File: src/rtl/qpp_pkg.sv
package qpp_pkg;

  typedef enum logic [2:0] {
    RD_NONE = 3'd0,
    RD_DIR  = 3'd1,
    RD_MASK = 3'd2,
    RD_IN   = 3'd3,
    RD_STAT = 3'd4,
    RD_OUT  = 3'd5
  } rdSel_e;

  typedef struct packed {
    logic   wrDir;
    logic   wrMask;
    logic   wrOut;
    logic   wrClr;
    rdSel_e rdSel;
  } strobe_t;

endpackage

File: src/rtl/qpp_ctrl.sv
module qpp_ctrl
  import qpp_pkg::*;
#(
  parameter int ADDR_W    = 8,
  parameter int DIR_ADDR  = 5,
  parameter int MASK_ADDR = 6,
  parameter int IN_ADDR   = 7,
  parameter int STAT_ADDR = 8,
  parameter int OUT_ADDR  = 9
) (
  input  logic              clk,
  input  logic              rstN,
  input  logic [ADDR_W-1:0] busAddr,
  input  logic              busWe,
  output strobe_t           strobes
);

  localparam logic [ADDR_W-1:0] A_DIR  = ADDR_W'(DIR_ADDR);
  localparam logic [ADDR_W-1:0] A_MASK = ADDR_W'(MASK_ADDR);
  localparam logic [ADDR_W-1:0] A_IN   = ADDR_W'(IN_ADDR);
  localparam logic [ADDR_W-1:0] A_STAT = ADDR_W'(STAT_ADDR);
  localparam logic [ADDR_W-1:0] A_OUT  = ADDR_W'(OUT_ADDR);

  always_comb begin
    strobes        = '0;
    strobes.rdSel  = RD_NONE;
    unique case (busAddr)
      A_DIR: begin
        strobes.rdSel = RD_DIR;
        strobes.wrDir = busWe;
      end
      A_MASK: begin
        strobes.rdSel  = RD_MASK;
        strobes.wrMask = busWe;
      end
      A_IN: begin
        strobes.rdSel = RD_IN;
      end
      A_STAT: begin
        strobes.rdSel = RD_STAT;
        strobes.wrClr = busWe;
      end
      A_OUT: begin
        strobes.rdSel = RD_OUT;
        strobes.wrOut = busWe;
      end
      default: strobes.rdSel = RD_NONE;
    endcase
  end

  // a write aimed at the input register raises no write strobe
  a_r3_in_write_inert: assert property (@(posedge clk) disable iff (!rstN)
    (busWe && busAddr == A_IN) |-> !(strobes.wrDir || strobes.wrMask || strobes.wrOut || strobes.wrClr));

  a_r10_unmapped_no_strobe: assert property (@(posedge clk) disable iff (!rstN)
    (strobes.rdSel == RD_NONE) |-> !(strobes.wrDir || strobes.wrMask || strobes.wrOut || strobes.wrClr));

endmodule

File: src/rtl/qpp_datapath.sv
module qpp_datapath
  import qpp_pkg::*;
#(
  parameter int NUM_PINS    = 4,
  parameter int DATA_W      = 8,
  parameter int SYNC_STAGES = 2
) (
  input  logic                clk,
  input  logic                rstN,
  input  strobe_t             strobes,
  input  logic [DATA_W-1:0]   busWdata,
  output logic [DATA_W-1:0]   busRdata,
  input  logic [NUM_PINS-1:0] pinIn,
  output logic [NUM_PINS-1:0] pinOut,
  output logic [NUM_PINS-1:0] pinOe,
  output logic                irqN
);

  localparam int PAD_W = DATA_W - NUM_PINS;

  logic [NUM_PINS-1:0] dirReg;
  logic [NUM_PINS-1:0] maskReg;
  logic [NUM_PINS-1:0] outReg;
  logic [NUM_PINS-1:0] flagReg;
  logic [NUM_PINS-1:0] prevIn;
  logic [NUM_PINS-1:0] syncChain [SYNC_STAGES];
  logic [NUM_PINS-1:0] syncIn;
  logic [NUM_PINS-1:0] pinChange;
  logic [NUM_PINS-1:0] clrBits;
  logic [NUM_PINS-1:0] wrBits;

  assign wrBits = busWdata[NUM_PINS-1:0];

  // synchronizer chain, depth chosen by parameter
  always_ff @(posedge clk or negedge rstN) begin
    if (!rstN) syncChain[0] <= '0;
    else       syncChain[0] <= pinIn;
  end

  generate
    for (genvar s = 1; s < SYNC_STAGES; s++) begin : g_sync
      always_ff @(posedge clk or negedge rstN) begin
        if (!rstN) syncChain[s] <= '0;
        else       syncChain[s] <= syncChain[s-1];
      end
    end
  endgenerate

  assign syncIn = syncChain[SYNC_STAGES-1];

  always_ff @(posedge clk or negedge rstN) begin
    if (!rstN) prevIn <= '0;
    else       prevIn <= syncIn;
  end

  assign pinChange = (syncIn ^ prevIn) & dirReg & ~maskReg;
  assign clrBits   = strobes.wrClr ? wrBits : '0;

  always_ff @(posedge clk or negedge rstN) begin
    if (!rstN) begin
      dirReg  <= '1;
      maskReg <= '1;
      outReg  <= '0;
      flagReg <= '0;
    end else begin
      if (strobes.wrDir)  dirReg  <= wrBits;
      if (strobes.wrMask) maskReg <= wrBits;
      if (strobes.wrOut)  outReg  <= wrBits;
      flagReg <= (flagReg & ~clrBits) | pinChange;
    end
  end

  assign pinOe  = ~dirReg;
  assign pinOut = outReg & ~dirReg;
  assign irqN   = ~(|flagReg);

  always_comb begin
    unique case (strobes.rdSel)
      RD_DIR:  busRdata = {{PAD_W{1'b0}}, dirReg};
      RD_MASK: busRdata = {{PAD_W{1'b0}}, maskReg};
      RD_IN:   busRdata = {{PAD_W{1'b0}}, syncIn};
      RD_STAT: busRdata = {{PAD_W{1'b0}}, flagReg};
      RD_OUT:  busRdata = {{PAD_W{1'b0}}, outReg};
      default: busRdata = '0;
    endcase
  end

  generate
    for (genvar i = 0; i < NUM_PINS; i++) begin : g_chk
      // a flag can only rise for an unmasked input pin
      a_r7_flag_source: assert property (@(posedge clk) disable iff (!rstN)
        $rose(flagReg[i]) |-> $past(dirReg[i] && !maskReg[i]));
      // a clear with no coincident change empties the flag
      a_r8_clear: assert property (@(posedge clk) disable iff (!rstN)
        (strobes.wrClr && wrBits[i] && !pinChange[i]) |=> !flagReg[i]);
      // a coincident change wins over the clear
      a_r8_set_wins: assert property (@(posedge clk) disable iff (!rstN)
        pinChange[i] |=> flagReg[i]);
      // without a clear the flag is sticky
      a_r6_sticky: assert property (@(posedge clk) disable iff (!rstN)
        (flagReg[i] && !(strobes.wrClr && wrBits[i])) |=> flagReg[i]);
    end
  endgenerate

  // the output register only moves on its own write
  a_r4_out_hold: assert property (@(posedge clk) disable iff (!rstN)
    !strobes.wrOut |=> $stable(outReg));

  // a direction write sets the enables one cycle later
  a_r5_dir_to_oe: assert property (@(posedge clk) disable iff (!rstN)
    strobes.wrDir |=> (pinOe == ~$past(wrBits)));

  // interrupt line low while a flag is set
  a_r9_irq: assert property (@(posedge clk) disable iff (!rstN)
    ($countones(flagReg) != 0) |-> !irqN);

  // reserved upper bits read zero
  a_r10_reserved: assert property (@(posedge clk) disable iff (!rstN)
    busRdata[DATA_W-1:NUM_PINS] == '0);

endmodule

File: src/rtl/quad_pin_port.sv
module quad_pin_port
  import qpp_pkg::*;
#(
  parameter int NUM_PINS    = 4,
  parameter int ADDR_W      = 8,
  parameter int DATA_W      = 8,
  parameter int SYNC_STAGES = 2
) (
  input  logic                clk,
  input  logic                rstN,
  input  logic [ADDR_W-1:0]   busAddr,
  input  logic                busWe,
  input  logic [DATA_W-1:0]   busWdata,
  output logic [DATA_W-1:0]   busRdata,
  input  logic [NUM_PINS-1:0] pinIn,
  output logic [NUM_PINS-1:0] pinOut,
  output logic [NUM_PINS-1:0] pinOe,
  output logic                irqN
);

  strobe_t strobes;

  qpp_ctrl #(
    .ADDR_W(ADDR_W)
  ) u_ctrl (
    .clk     (clk),
    .rstN    (rstN),
    .busAddr (busAddr),
    .busWe   (busWe),
    .strobes (strobes)
  );

  qpp_datapath #(
    .NUM_PINS    (NUM_PINS),
    .DATA_W      (DATA_W),
    .SYNC_STAGES (SYNC_STAGES)
  ) u_datapath (
    .clk      (clk),
    .rstN     (rstN),
    .strobes  (strobes),
    .busWdata (busWdata),
    .busRdata (busRdata),
    .pinIn    (pinIn),
    .pinOut   (pinOut),
    .pinOe    (pinOe),
    .irqN     (irqN)
  );

endmodule

File: config.mk
export PLATFORM = sky130hd
export DESIGN_NAME = quad_pin_port
export DESIGN_NICKNAME = d
export VERILOG_FILES = /design/src/rtl/qpp_pkg.sv /design/src/rtl/qpp_ctrl.sv /design/src/rtl/qpp_datapath.sv /design/src/rtl/quad_pin_port.sv
export SDC_FILE = /design/constraint.sdc
export NUM_CORES = 1
export LEC_CHECK = 0
export BUFFER_PORTS_ARGS = -buffer_cell sky130_fd_sc_hd__buf_4
export CAP_MARGIN = 40
export CORE_MARGIN = 1
export CORE_UTILIZATION = 45
export DETAILED_ROUTE_END_ITERATION = 10
export GPL_ROUTABILITY_DRIVEN = 0
export PLACE_DENSITY_LB_ADDON = 0.08
export SYNTH_ARGS = -nofsm -noshare
export SYNTH_HDL_FRONTEND = slang
export SYNTH_SLANG_ARGS = --single-unit
File: constraint.sdc
create_clock -name clk -period 1.6 [get_ports clk]
set_input_delay 0.08 -clock clk [delete_from_list [all_inputs] [get_ports clk]]
set_output_delay 0.08 -clock clk [all_outputs]
set_load 0.05 [all_outputs]
==> metrics.log, run 1 <==
[metrics] run status: finished, violations left
[metrics] violated checks: DRC, setup timing
[metrics] pin count of the biggest net entering global routing: 29
[metrics] antenna violations before repair: 0
[metrics] endpoint type of the worst setup path: primary output
[metrics] share of final-layout standard cells stronger than drive strength 1: 0.491
[metrics] number of primary I/O pins: 40
[metrics] worst skew pair latency: around 0.33 ns
[metrics] CTS tree: built
[metrics] final core utilization: 0.662
[metrics] total of flip-flops plus latches after synthesis: 28
[metrics] detailed placer's ending HPWL: roughly 1900 um
[metrics] worst reg-to-reg path cell count: 2
[metrics] diodes inserted: 0
[metrics] number of sinks driven by the clock tree: 28
[metrics] global-route wire length before repair: between 4000 and 5000 um
[metrics] die boundary width: around 57 um
[metrics] most frequently used flop master after synthesis: sky130_fd_sc_hd__dfrtp_1
[metrics] sequential area share after synthesis: 0.522
[metrics] setup_tns: -0.0448 ns
[metrics] Setup crit start kind: register
[metrics] first-pass iteration count of the detailed router: 7
[metrics] number of maximum-capacitance violations: 0
[metrics] post-layout instance area: approximately 1900 um^2
[metrics] fin nets: 183
[metrics] final hold violation count: 0
[metrics] initial core utilization: 0.485
[metrics] Period minus WS final: approximately 1.6 ns
[metrics] synthesized area per cell: about 13 um^2
[metrics] unrepaired setup endpoints after global routing: yes
[metrics] FMAX: 0.608 GHz
[metrics] final global-route overflow total: 0
[metrics] final setup violation count: 1
[metrics] Root Buffer Master: sky130_fd_sc_hd__clkbuf_4
[metrics] Final Max Tran Viols: 0
[metrics] tightest hold margin: 0.170 ns
[metrics] final worst-path cycle share: 1.03
[metrics] Worst Clk Skew: around 0.0018 ns
[metrics] maximum resistive drop on vdd: 0.509 mV
[metrics] Die Height: 57 um
[metrics] Cells after Synth: roughly 110
[metrics] drt drc: 10
[metrics] Core Rows: 19
[metrics] yosys synthesis warning count: 0
[metrics] Pwr Density: just over 900 nW/um^2
[metrics] core area: approximately 2800 um^2
[metrics] via count of the first global-routing pass: roughly 1000
[metrics] number of buffer cells added on primary ports: 31
[metrics] CTS Buf Count: 3
[metrics] post-synth cell types: 28
[metrics] Post-synth ARST share: 1.00
[metrics] arrival time at the worst endpoint: between 1.5 and 2 ns
[metrics] class of the tightest hold or removal check: primary input to async pin
[metrics] Via Count: between 1000 and 1500
[metrics] cell area after placement: 1670 um^2
[metrics] post-route ant nets: 0
[metrics] global router's overall resource usage: 0.205
[metrics] Setup WS post-layout: -0.0448 ns
[metrics] Avg WL per Cell: ~15 um
[metrics] Clock Pin Slew Worst Setup and Hold Paths: ~0.15 ns
[metrics] H-tree depth reported by CTS: 1
[metrics] critical setup path kind: register to primary output
[metrics] WP data required: between 1.5 and 2 ns
[metrics] first-iteration detailed-routing DRC count: 35
[metrics] synthesis-to-finish area growth: 36.4%
[metrics] post-synthesis cell area: 1360 um^2
[metrics] area enclosed by the die boundary: ~3200 um^2
[metrics] number of flops mapped to enable cells by yosys: 0
[metrics] Place WS: -0.127 ns
[metrics] largest fanout on the critical path: 2
[metrics] Longest Clk Path Bufs: 2
[metrics] via count normalized by instance count: approximately 5.4
[metrics] Lkg Pwr: ~0.00085 uW
[metrics] drt total wl: 2860 um
[layer usage]
layer | track usage | wire [um]
met5 | 0 | 0
met2 | 0.308 | 1240
met4 | 0.0906 | 59
met1 | 0.295 | 1420
met3 | 0.0340 | 143
[through the flow]
stage / power (uW) / std cells
6_report: 1710 / 190
5_1_grt: 1800 / 190
4_1_cts: 1690 / 188
3_5_place_dp: 1190 / 172
3_3_place_gp: 1180 / 172
2_1_floorplan: 1060 / 110
[cell type report]
cell class              count  area, um^2
fillers                   232         948
inverters                   8        30.0
flip-flops and latches     28         711
clock inverters             1        30.0
clock buffers               3        22.5
repair buffers             51         409
well taps                  31        38.8
multi-input cells          68         616
[cells in the mapped netlist (all sizes together), types with 2 or more instances]
master  instances  area share
nand2           3      0.0083
nor4            2      0.0092
nand4           4       0.018
nor3            3       0.028
inv             8       0.022
mux2i           2       0.015
and4b           4       0.029
dfrtp          20        0.37
clkbuf          2      0.0055
nor4bb          2       0.015
mux2           16        0.13
o22ai           3       0.014
xor2            4       0.026
nand3b          2       0.011
nor2b           6       0.028
a32o            4       0.029
buf             4       0.022
a22oi           2       0.011
dfstp           8        0.15
[logic make-up (layout without fill, tap and decap cells)]
kind of cell              Yosys count  in the layout  synth area share
and+or+nand+nor                    31             31             0.187
DFF                                28             28             0.522
muxes                              18             18             0.147
buffers and inverters              14             63            0.0496
AOI/OAI and AO/OA                  11             11            0.0662
xor gates and xnor gates            4              4            0.0257
other                               1              4           0.00275
[cells in the final DEF (no fill, tap or decap), types with 3 or more instances in the layout]
| cell | count |
|---|---|
| sky130_fd_sc_hd__a32o_1 | 4 |
| sky130_fd_sc_hd__and4b_1 | 4 |
| sky130_fd_sc_hd__buf_4 | 41 |
| sky130_fd_sc_hd__clkbuf_4 | 3 |
| sky130_fd_sc_hd__conb_1 | 4 |
| sky130_fd_sc_hd__dfrtp_1 | 20 |
| sky130_fd_sc_hd__dfstp_2 | 8 |
| sky130_fd_sc_hd__dlygate4sd3_1 | 9 |
| sky130_fd_sc_hd__inv_1 | 8 |
| sky130_fd_sc_hd__mux2_2 | 16 |
| sky130_fd_sc_hd__nand2_1 | 3 |
| sky130_fd_sc_hd__nand4_1 | 4 |
| sky130_fd_sc_hd__nor2b_1 | 6 |
| sky130_fd_sc_hd__o22ai_1 | 3 |
| sky130_fd_sc_hd__xor2_1 | 4 |
[worst paths after layout]
| path | start | end | slack [ns] |
|---|---|---|---|
| hold reg to reg | u_datapath.syncChain[7]$_DFF_PN0_ | u_datapath.syncIn[3]$_DFF_PN0_ | 0.37 |
| max in group asynchronous | rstN | u_datapath.dirReg[0]$_DFFE_PN1P_ | 1.12 |
| setup / recovery | u_datapath.dirReg[3]$_DFFE_PN1P_ | busRdata[3] | -0.04 |
| min in group clk | busAddr[4] | u_datapath.flagReg[0]$_DFF_PN0_ | 0.24 |
| hold / removal | rstN | u_datapath.outReg[3]$_DFFE_PN0P_ | 0.17 |
| setup reg to reg | u_datapath.syncIn[3]$_DFF_PN0_ | u_datapath.flagReg[3]$_DFF_PN0_ | 0.67 |
[registers in the layout, indices dropped and copies added, names as in the netlist]
signal,flops
u_datapath.dirReg,4
u_datapath.flagReg,4
u_datapath.maskReg,4
u_datapath.outReg,4
u_datapath.prevIn,4
u_datapath.syncChain,4
u_datapath.syncIn,4
[worst max-delay path: stages, from the launching register on]
cell and delay (ns):
sky130_fd_sc_hd__dfstp_2 0.57, sky130_fd_sc_hd__and4b_1 0.18, sky130_fd_sc_hd__nor3_1 0.06, sky130_fd_sc_hd__o32ai_2 0.23
sky130_fd_sc_hd__buf_6 0.20
[where the power goes]
part	leakage, uW	switching (uW)	internal [uW]
Combinational	0.000494	206	196
Clock	0.0000279	214	254
Sequential	0.000326	55.2	787
Total	0.000848	475	1240
[repair_timing]
action | 4_1_cts | 5_1_grt
endpoints found under the hold margin | 44 | 0
hold buffers | 9 | 0
endpoints found under the setup margin | 4 | 4
gates resized for setup | 2 | 1
buffers inserted | 3 | 2
pin swaps | 2 | 0
gates cloned | 0 | 0
No activity file was read; power rests on OpenSTA's default activity.
==> run 2, diff against run 1 <==
--- a/config.mk
+++ b/config.mk
@@ -6,11 +6,10 @@
 export NUM_CORES = 1
 export LEC_CHECK = 0
 export BUFFER_PORTS_ARGS = -buffer_cell sky130_fd_sc_hd__buf_4
-export CAP_MARGIN = 40
 export CORE_MARGIN = 1
 export CORE_UTILIZATION = 45
 export DETAILED_ROUTE_END_ITERATION = 10
-export GPL_ROUTABILITY_DRIVEN = 0
+export MAX_ROUTING_LAYER = met4
 export PLACE_DENSITY_LB_ADDON = 0.08
 export SYNTH_ARGS = -nofsm -noshare
 export SYNTH_HDL_FRONTEND = slang
==> metrics.log, run 2 (synthesis results as in run 1) <==
[metrics] global-route wire length before repair: 5000 um (+0.28%)
[metrics] post-route ant nets: 0 (unchanged)
[metrics] register area: 711 um^2 (unchanged)
[metrics] Die Height: 57 um (unchanged)
[metrics] worst reg-to-reg path cell count: 2 (unchanged)
[metrics] largest fanout on the critical path: 2 (unchanged)
[metrics] Lkg Pwr: 0.000848 uW (unchanged)
[metrics] final non-filler cell total: 190 (unchanged)
[metrics] via count of the first global-routing pass: 1045 (-0.096%)
[metrics] most common library cell in the layout ignoring fill and taps: sky130_fd_sc_hd__buf_4
[metrics] final global-route overflow total: 0 (unchanged)
[metrics] number of maximum-capacitance violations: 0 (unchanged)
[metrics] Filler Cell Count: 232 (unchanged)
[metrics] Core Rows: 19 (unchanged)
[metrics] crit path from: u_datapath.dirReg[3]$_DFFE_PN1P_
[metrics] critical setup path kind: register to primary output
[metrics] fin nets: 183 (unchanged)
[metrics] number of buffer cells added on primary ports: 31 (unchanged)
[metrics] arrival time at the worst endpoint: 1.56 ns (about the same)
[metrics] CTS Buf Count: 3 (unchanged)
[metrics] crit-path cells: and4b_1, nor3_1, o32ai_2, buf_6
[metrics] Placer Congestion: ~0.75
[metrics] Pwr Density: 921 nW/um^2 (-0.13%)
[metrics] worst skew pair latency: 0.33 ns (about the same)
[metrics] maximum resistive drop on vdd: 0.508 mV (-0.28%)
[metrics] Clock Pin Slew Worst Setup and Hold Paths: 0.15 ns (about the same)
[metrics] initial core utilization: 0.485 (unchanged)
[metrics] first-iteration detailed-routing DRC count: 42 (+20%)
[metrics] most used cells in the layout excluding fill and tap cells: sky130_fd_sc_hd__buf_4, sky130_fd_sc_hd__dfrtp_1, sky130_fd_sc_hd__mux2_2, sky130_fd_sc_hd__dlygate4sd3_1
[metrics] flop-to-flop setup slack: 0.67 ns (about the same)
[metrics] run status: finished, violations left
[metrics] Root Buffer Master: sky130_fd_sc_hd__clkbuf_4
[metrics] r2r endpoint: u_datapath.flagReg[3]$_DFF_PN0_
[metrics] CTS tree: built
[metrics] FMAX: 0.609 GHz (+0.13%)
[metrics] Setup crit start kind: register
[metrics] global router's overall resource usage: 0.211 (+0.00650)
[metrics] H-tree depth reported by CTS: 1 (unchanged)
[metrics] violated checks: DRC, setup timing
[metrics] Final Max Tran Viols: 0 (unchanged)
[metrics] die boundary width: 57 um (unchanged)
[metrics] Via Count: 1027 (unchanged)
[metrics] core area: 2810 um^2 (unchanged)
[metrics] number of sinks driven by the clock tree: 28 (unchanged)
[metrics] area enclosed by the die boundary: 3250 um^2 (unchanged)
[metrics] placed insts: 172 (unchanged)
[metrics] Longest Clk Path Bufs: 2 (unchanged)
[metrics] Worst Clk Skew: 0.00163 ns (-0.000199 ns)
[metrics] final hold violation count: 0 (unchanged)
[metrics] final worst-path cycle share: 1.03 (-0.00133)
[metrics] diodes inserted: 0 (unchanged)
[metrics] class of the tightest hold or removal check: primary input to async pin
[metrics] number of primary I/O pins: 40 (unchanged)
[metrics] antenna violations before repair: 0 (unchanged)
[metrics] drt total wl: 2850 um (-0.42%)
[metrics] final setup violation count: 1 (unchanged)
[metrics] setup_tns: -0.0427 ns (+0.00213 ns)
[metrics] buffering stage count on the worst path with inverters included: 1 (unchanged)
[metrics] drt drc: 10 (unchanged)
[metrics] pin count of the biggest net entering global routing: 29 (unchanged)
[metrics] synthesis-to-finish area growth: 36.4% (unchanged)
[metrics] Setup WS post-layout: -0.0427 ns (+0.00213 ns)
[metrics] first-pass iteration count of the detailed router: 7 (unchanged)
[metrics] Avg WL per Cell: 15.0 um (-0.42%)
[metrics] endpoint type of the worst setup path: primary output
[metrics] start of the worst register-to-register path: u_datapath.syncIn[3]$_DFF_PN0_
[metrics] WP data required: 1.52 ns (about the same)
[metrics] via count normalized by instance count: 5.41 (unchanged)
[metrics] area of the multi-input gates: 616 um^2 (unchanged)
[metrics] delay of the slowest critical-path stage: 0.57 ns (about the same)
[metrics] final core utilization: 0.662 (unchanged)
[metrics] share of final-layout standard cells stronger than drive strength 1: 0.491 (unchanged)
[metrics] slowest stage cell, crit path: sky130_fd_sc_hd__dfstp_2
[metrics] Period minus WS final: 1.64 ns (-0.00213 ns)
[metrics] category of cells accounting for the largest share of critical-path delay: flip-flops
[metrics] detailed placer's ending HPWL: 1940 um (unchanged)
[metrics] unrepaired setup endpoints after global routing: yes
==> run 2: where the power goes <==
group          switching [uW]  internal (uW)
clock                     212            254
combinational             205            196
sequential               55.2            787
==> run 2: worst register-to-register path, cell delays in order, from the launching register on <==
cell	delay, ns
sky130_fd_sc_hd__dfrtp_1	0.43
sky130_fd_sc_hd__xor2_1	0.16
sky130_fd_sc_hd__a32o_1	0.25
==> run 2: what timing repair did <==
item,4_1_cts,5_1_grt
setup endpoints to repair,4,4
buffers inserted,3,2
pin swaps,2,0
gates cloned,0,0
hold buffers,9,0
hold endpoints to repair,44,0
resized for setup,2,1
==> run 2: how the worst max path moves through the flow <==
stage	end	cells after the start
6_report	busRdata[3]	4
5_1_grt	busRdata[3]	4
4_1_cts	busRdata[3]	4
3_5_place_dp	u_datapath.maskReg[0]$_DFFE_PN1P_	5
3_3_place_gp	u_datapath.maskReg[1]$_DFFE_PN1P_	5
2_1_floorplan	busRdata[0]	3
==> run 2: area by class of cell <==
cell class,instances,area share
clock buffers,3,0.0121
clock inverters,1,0.0162
inverters,8,0.0162
multi-input cells,68,0.332
flip-flops and latches,28,0.383
well taps,31,0.0209
repair buffers,51,0.220
==> run 2: metrics by stage <==
| stage | area [um^2] | worst slack [ns] | power (uW) | hold slack, ns |
|---|---|---|---|---|
| 2_1_floorplan | 1390 | -0.305 | 1060 | -0.216 |
| 3_3_place_gp | 1670 | -0.109 | 1180 | 0.0106 |
| 3_5_place_dp | 1670 | -0.127 | 1190 | 0.0138 |
| 4_1_cts | 1840 | -0.0773 | 1690 | 0.177 |
| 5_1_grt | 1860 | -0.137 | 1800 | 0.179 |
| 6_report | 1860 | -0.0427 | 1710 | 0.174 |
==> run 2: routing by layer <==
layer,global-route usage,vias up,part of all wire
met3,0.0340,7,0.069
met5,-,-,0
met2,0.308,41,0.43
met1,0.295,487,0.48
li1,-,492,-
met4,0.0906,0,0.021
